--- src/rtl/tpm_pkg.sv ---
package tpm_pkg;
  typedef enum logic [1:0] {
    MS_64 = 2'd0,
    MS_65 = 2'd1,
    MS_72 = 2'd2
  } mod_e;
endpackage

--- src/rtl/tpm_prog_shadow.sv ---
module tpm_prog_shadow #(
  parameter int CNT_W = 12
) (
  input  logic             clk_i,
  input  logic             rst_ni,
  input  logic             wr_i,
  input  logic [CNT_W-1:0] a_i,
  input  logic [CNT_W-1:0] b_i,
  input  logic [CNT_W-1:0] c_i,
  input  logic             use_c_i,
  output logic [CNT_W-1:0] a_o,
  output logic [CNT_W-1:0] b_o,
  output logic [CNT_W-1:0] c_o,
  output logic             use_c_o
);
  always_ff @(posedge clk_i or negedge rst_ni) begin
    if (!rst_ni) begin
      a_o     <= '0;
      b_o     <= '0;
      c_o     <= '0;
      use_c_o <= 1'b0;
    end else if (wr_i) begin
      a_o     <= a_i;
      b_o     <= b_i;
      c_o     <= c_i;
      use_c_o <= use_c_i;
    end
  end

  AST_SHADOW_HOLD: assert property (@(posedge clk_i) disable iff (!rst_ni)
    !wr_i |=> $stable({a_o, b_o, c_o, use_c_o}));
endmodule

--- src/rtl/tpm_frac_adjust.sv ---
module tpm_frac_adjust #(
  parameter int CNT_W = 12,
  localparam int WRK_W = CNT_W + 1
) (
  input  logic [CNT_W-1:0] a_i,
  input  logic [CNT_W-1:0] b_i,
  input  logic [CNT_W-1:0] c_i,
  input  logic             use_c_i,
  input  logic             frac_i,
  output logic [WRK_W-1:0] a_o,
  output logic [WRK_W-1:0] b_o,
  output logic [WRK_W-1:0] c_o
);
  always_comb begin
    a_o = {1'b0, a_i};
    b_o = {1'b0, b_i};
    c_o = use_c_i ? {1'b0, c_i} : '0;
    // move one 64 cycle into the 65 phase: +1 input count
    if (frac_i && (a_i != '0)) begin
      a_o = a_o - 1'b1;
      b_o = b_o + 1'b1;
    end
  end
endmodule

--- src/rtl/tpm_mod_seq.sv ---
module tpm_mod_seq
  import tpm_pkg::*;
#(
  parameter int CNT_W = 12,
  localparam int WRK_W = CNT_W + 1
) (
  input  logic             clk_i,
  input  logic             rst_ni,
  input  logic             en_i,
  input  logic [WRK_W-1:0] ld_a_i,
  input  logic [WRK_W-1:0] ld_b_i,
  input  logic [WRK_W-1:0] ld_c_i,
  output mod_e             mod_sel_o,
  output logic             done_o
);
  logic             en_q;
  mod_e             ph_q, ph_n;
  logic [WRK_W-1:0] cnt_q, cnt_n, cnt_dec;
  logic [WRK_W-1:0] b_q, b_n, c_q, c_n;
  logic             ph_end, more_b, more_c, last, reload;

  assign cnt_dec = cnt_q - 1'b1;
  assign ph_end  = cnt_dec[WRK_W-1];  // sign bit: phase exhausted
  assign more_b  = (ph_q == MS_64) && (b_q != '0);
  assign more_c  = (ph_q != MS_72) && (c_q != '0);
  assign last    = ph_end && !more_b && !more_c;
  assign reload  = !en_q || last;

  always_comb begin
    ph_n  = ph_q;
    cnt_n = cnt_dec;
    b_n   = b_q;
    c_n   = c_q;
    if (reload) begin
      b_n = ld_b_i;
      c_n = ld_c_i;
      if (ld_a_i != '0) begin
        ph_n  = MS_64;
        cnt_n = ld_a_i - 1'b1;
      end else if (ld_b_i != '0) begin
        ph_n  = MS_65;
        cnt_n = ld_b_i - 1'b1;
      end else if (ld_c_i != '0) begin
        ph_n  = MS_72;
        cnt_n = ld_c_i - 1'b1;
      end else begin
        ph_n  = MS_64;
        cnt_n = '0;
      end
    end else if (ph_end) begin
      if (more_b) begin
        ph_n  = MS_65;
        cnt_n = b_q - 1'b1;
      end else begin
        ph_n  = MS_72;
        cnt_n = c_q - 1'b1;
      end
    end
  end

  always_ff @(posedge clk_i or negedge rst_ni) begin
    if (!rst_ni) begin
      en_q  <= 1'b0;
      ph_q  <= MS_64;
      cnt_q <= '0;
      b_q   <= '0;
      c_q   <= '0;
    end else begin
      en_q  <= en_i;
      ph_q  <= ph_n;
      cnt_q <= cnt_n;
      b_q   <= b_n;
      c_q   <= c_n;
    end
  end

  assign mod_sel_o = en_q ? ph_q : MS_64;
  assign done_o    = en_q && last;

  AST_ORDER: assert property (@(posedge clk_i) disable iff (!rst_ni)
    (en_q && !last) |=> (ph_q >= $past(ph_q)));
  AST_PHASE_LEN: assert property (@(posedge clk_i) disable iff (!rst_ni)
    (en_q && !ph_end) |=> (ph_q == $past(ph_q)));
  AST_SKIP_65: assert property (@(posedge clk_i) disable iff (!rst_ni)
    (ph_q == MS_65) |-> (b_q != '0));
  AST_SKIP_72: assert property (@(posedge clk_i) disable iff (!rst_ni)
    (ph_q == MS_72) |-> (c_q != '0));
endmodule

--- src/rtl/tpm_divider_ctrl.sv ---
module tpm_divider_ctrl
  import tpm_pkg::*;
#(
  parameter int CNT_W = 12
) (
  input  logic             clk_i,
  input  logic             rst_ni,
  input  logic             en_i,
  input  logic             wr_i,
  input  logic [CNT_W-1:0] cnt64_i,
  input  logic [CNT_W-1:0] cnt65_i,
  input  logic [CNT_W-1:0] cnt72_i,
  input  logic             use72_i,
  input  logic             frac_i,
  output logic [1:0]       mod_sel_o,
  output logic             done_o
);
  localparam int WRK_W = CNT_W + 1;

  logic [CNT_W-1:0] sh_a, sh_b, sh_c;
  logic             sh_use_c;
  logic [WRK_W-1:0] ld_a, ld_b, ld_c;
  mod_e             mod_sel;

  tpm_prog_shadow #(.CNT_W(CNT_W)) i_shadow (
    .clk_i   (clk_i),
    .rst_ni  (rst_ni),
    .wr_i    (wr_i),
    .a_i     (cnt64_i),
    .b_i     (cnt65_i),
    .c_i     (cnt72_i),
    .use_c_i (use72_i),
    .a_o     (sh_a),
    .b_o     (sh_b),
    .c_o     (sh_c),
    .use_c_o (sh_use_c)
  );

  tpm_frac_adjust #(.CNT_W(CNT_W)) i_frac (
    .a_i     (sh_a),
    .b_i     (sh_b),
    .c_i     (sh_c),
    .use_c_i (sh_use_c),
    .frac_i  (frac_i),
    .a_o     (ld_a),
    .b_o     (ld_b),
    .c_o     (ld_c)
  );

  tpm_mod_seq #(.CNT_W(CNT_W)) i_seq (
    .clk_i     (clk_i),
    .rst_ni    (rst_ni),
    .en_i      (en_i),
    .ld_a_i    (ld_a),
    .ld_b_i    (ld_b),
    .ld_c_i    (ld_c),
    .mod_sel_o (mod_sel),
    .done_o    (done_o)
  );

  assign mod_sel_o = mod_sel;
endmodule

--- config.mk ---
export PLATFORM = sky130hd
export DESIGN_NAME = tpm_divider_ctrl
export DESIGN_NICKNAME = d
export VERILOG_FILES = /design/src/rtl/tpm_pkg.sv /design/src/rtl/tpm_prog_shadow.sv /design/src/rtl/tpm_frac_adjust.sv /design/src/rtl/tpm_mod_seq.sv /design/src/rtl/tpm_divider_ctrl.sv
export SDC_FILE = /design/constraint.sdc
export NUM_CORES = 1
export LEC_CHECK = 0
export CORE_UTILIZATION = 50
export DETAILED_ROUTE_END_ITERATION = 8
export DONT_BUFFER_PORTS = 1
export PLACE_DENSITY = 0.73
export SETUP_SLACK_MARGIN = 0.2
export SLEW_MARGIN = 10
export SYNTH_ARGS = -nofsm -noshare
export SYNTH_HDL_FRONTEND = slang
export SYNTH_HIERARCHICAL = 1
export SYNTH_SLANG_ARGS = --single-unit
--- constraint.sdc ---
create_clock -name clk_i -period 5.3 [get_ports clk_i]
set_clock_uncertainty 0.1 [all_clocks]
set_input_delay 1.06 -clock clk_i [delete_from_list [all_inputs] [get_ports clk_i]]
set_output_delay 1.06 -clock clk_i [all_outputs]
set_load 0.03 [all_outputs]
==> results.yml <==
timing:
  slew_viol_final: 0
  whs_ns: 0.287
  fmax_mhz: 212
  layout_setup_ws_ns: 0.583
  min_period_ns: 4.72
  rsz0062_at_grt: "no"
  finalSetupViolCount: 0
  setup-tns-final_ns: 0
  tightest_slew_ns: 1.08
  relSlewSlack_pct: 27.2
  fin_crit_sh_pct: 89.0
  hold_violations: 0
power_and_ir_drop:
  internal_power_mw: 1.14
  p_comb_share_pct: 27.2
  power_density_nw_per_um2: 291
  swShare_pct: 32.6
  p_seq_share_pct: 45.0
  power_mw: 1.69
  clock_power_share_pct: 27.8
  switchingPower_uw: 549
  p_leak_nw: 2.47
  ir_drop_mv: 0.202
cts:
  cts_tree: "built"
  clockRootBuffer: "clkbuf_8"
  ctsHoldBuffers: 0
  cts_buffers: 9
  clkSlewWorstSetupHoldPaths_ns: 0.07
  insertion_delay_ns: 0.37
  cts_resized: 0
  cts_setup_buffers: 0
  clock-sinks: 79
  htreeDepth: 3
  clock_path_buffers: 2
layout:
  num-nets-final: 646
  post-route-util_pct: 53.7
  final_cells: 740
  drive_gt1_share_pct: 13.0
  antenna_cells: 0
  final_cell_mix: "nand2_1 (107), dfrtp_1 (79), nor2_1 (41), xnor2_1 (30), mux2_4 (30)"
  layout_commonest_cell: "nand2_1"
  fin_area_um2: 5800
  syn2layout_area_growth_pct: 4.75
job:
  maxCapViolations: 0
grt:
  grt_max_degree: 80
  grt_use_total_pct: 24.9
  grt_first_pass_wirelength_um: 21700
  grt_pass1_vias: 4242
  overflow: 0
  grt_antenna_before_repair: 0
drt:
  via_per_inst: 5.86
  drc_errors: 2
  routedWlPerCell_um: 17.9
  dr_wl_met2_um: 6320
  vias: 4334
  antenna_left: 0
  top_layer: "met4"
  first_iter_violations: 261
  wl_met3_um: 704
  wl_met1_um: 5950
  wirelength_um: 13300
  dr.pass1.iters: 7
placement:
  dp.cells: 725
  io_buffers: 0
  place_ws_ns: 0.678
  place_hpwl_um: 10100
  place.gp.congestion: 0.949
  place_area_um2: 5590
setup_path:
  critPathKind: "reg -> reg"
  cp-end-kind: "flip-flop"
  required_ns: 5.44
  crit_chain: "inv_1 -> ha_1 -> or3b_2 -> o41ai_4 -> o21ai_0 -> inv_1 -> ha_1 -> and4bb_2 -> or3b_1 -> nor2_1 -> o21ai_0 -> a22oi_1 -> o21ai_1"
  arrival_ns: 4.86
  critPathLaunchType: "flip-flop"
  cp_slowest_stage_delay_ns: 0.64
  critPathSlowestCell: "nor2_1"
  crit_path_max_fanout: 11
synthesis:
  synthFlopType: "dfrtp_1"
  avgSynthCellArea_um2: 9.18
  ys_seq_area_share_pct: 35.7
  postSynthCellCount: 603
  synth_nets: 653
  synth_edf_count: 0
  yosys_warnings: 6
  yosysTopAreaCellShare_pct: 35.7
  synth_top_cell_by_area: "dfrtp_1"
  syn-cell-area_um2: 5530
  async_flop_share_pct: 100
  synth_cell_type_count: 73
  yosys-top-cells-area: "dfrtp_1 (36%), mux2_4 (8.1%), nand2_1 (7.3%)"
  ys_ff_latch: 79
hold_path:
  hold_class: "in -> async"
floorplan:
  dieWidth_um: 107
  die_y_um: 107
  core_um2: 10800
  start_util_pct: 51.3
  row_count: 38
  pin_count: 45
  dieArea_um2: 11500
status:
  violations: "DRC"
  status: "finished with violations"
## cell type report
| class | instances | area (um^2) |
|---|---|---|
| fillers | 997 | 5000 |
| clock buffers | 13 | 169 |
| flip-flops and latches | 79 | 1980 |
| well taps | 140 | 175 |
| clock inverters | 2 | 38.8 |
| inverters | 15 | 56.3 |
| repair buffers | 5 | 37.5 |
| multi-input cells | 486 | 3340 |
## worst max-delay path, delay by kind of cell (launching register included)
| family | cells | cell delay (ns) |
|---|---|---|
| AO/OA/AOI/OAI | 5 | 1.50 |
| flip-flops | 1 | 0.41 |
| AND/OR/NAND/NOR | 4 | 1.84 |
| adder cells (fa/ha/maj) | 2 | 0.48 |
| buffers and inverters | 2 | 0.25 |
## cells by family after synthesis
family / synth area share, %
AND/OR/NAND/NOR: 24.8
AO/OA/AOI/OAI: 12.1
flip-flops: 35.7
XOR/XNOR: 9.63
multiplexers: 12.0
buffers and inverters: 3.87
adder cells (fa/ha/maj): 1.81
other: 0.0678
## final timing paths
path	start	endpoint	slack (ns)	cells after the start
min in group clk_i	i_seq/c_q[12]	i_seq/c_q[12]	0.40	2
hold reg to reg	i_seq/c_q[12]	i_seq/c_q[12]	0.40	2
hold / removal	rst_ni	i_seq/b_q[10]	0.29	0
setup reg to reg	i_shadow/a_o[1]	i_seq/cnt_q[2]	0.58	13
setup / recovery	i_shadow/a_o[1]	i_seq/cnt_q[2]	0.58	13
max in group asynchronous	rst_ni	i_shadow/a_o[6]	4.65	0
## synth_stat cells (12+ instances only)
master	number
nand2_1	107
dfrtp_1	79
nor2_1	41
mux2_4	30
xnor2_1	30
xor2_1	29
nor3_1	22
o21ai_1	19
a21oi_1	15
and2_1	15
inv_1	15
o21ai_0	14
nand3_1	12
## power groups by stage
stage	logic, mW	clock network (mW)	registers, mW
floorplan	0.376	0	0.743
global placement	0.448	0	0.764
detailed placement	0.453	0	0.769
CTS	0.456	0.483	0.758
global route	0.501	0.513	0.770
finish	0.459	0.469	0.759
## layer usage
layer | vias up | track usage, %
met5 | - | 0
met4 | 0 | 8.61
li1 | 2133 | -
met1 | 2082 | 32.6
met3 | 22 | 6.69
met2 | 97 | 39.5
## sequential cells by signal, indices dropped and copies added, names as in the netlist
name / count
i_seq/b_q: 13
i_shadow/use_c_o: 1
i_shadow/a_o: 12
i_seq/en_q: 1
i_seq/cnt_q: 13
i_shadow/b_o: 12
i_seq/ph_q: 2
i_shadow/c_o: 12
i_seq/c_q: 13
Power figures use the tool's default switching activity.
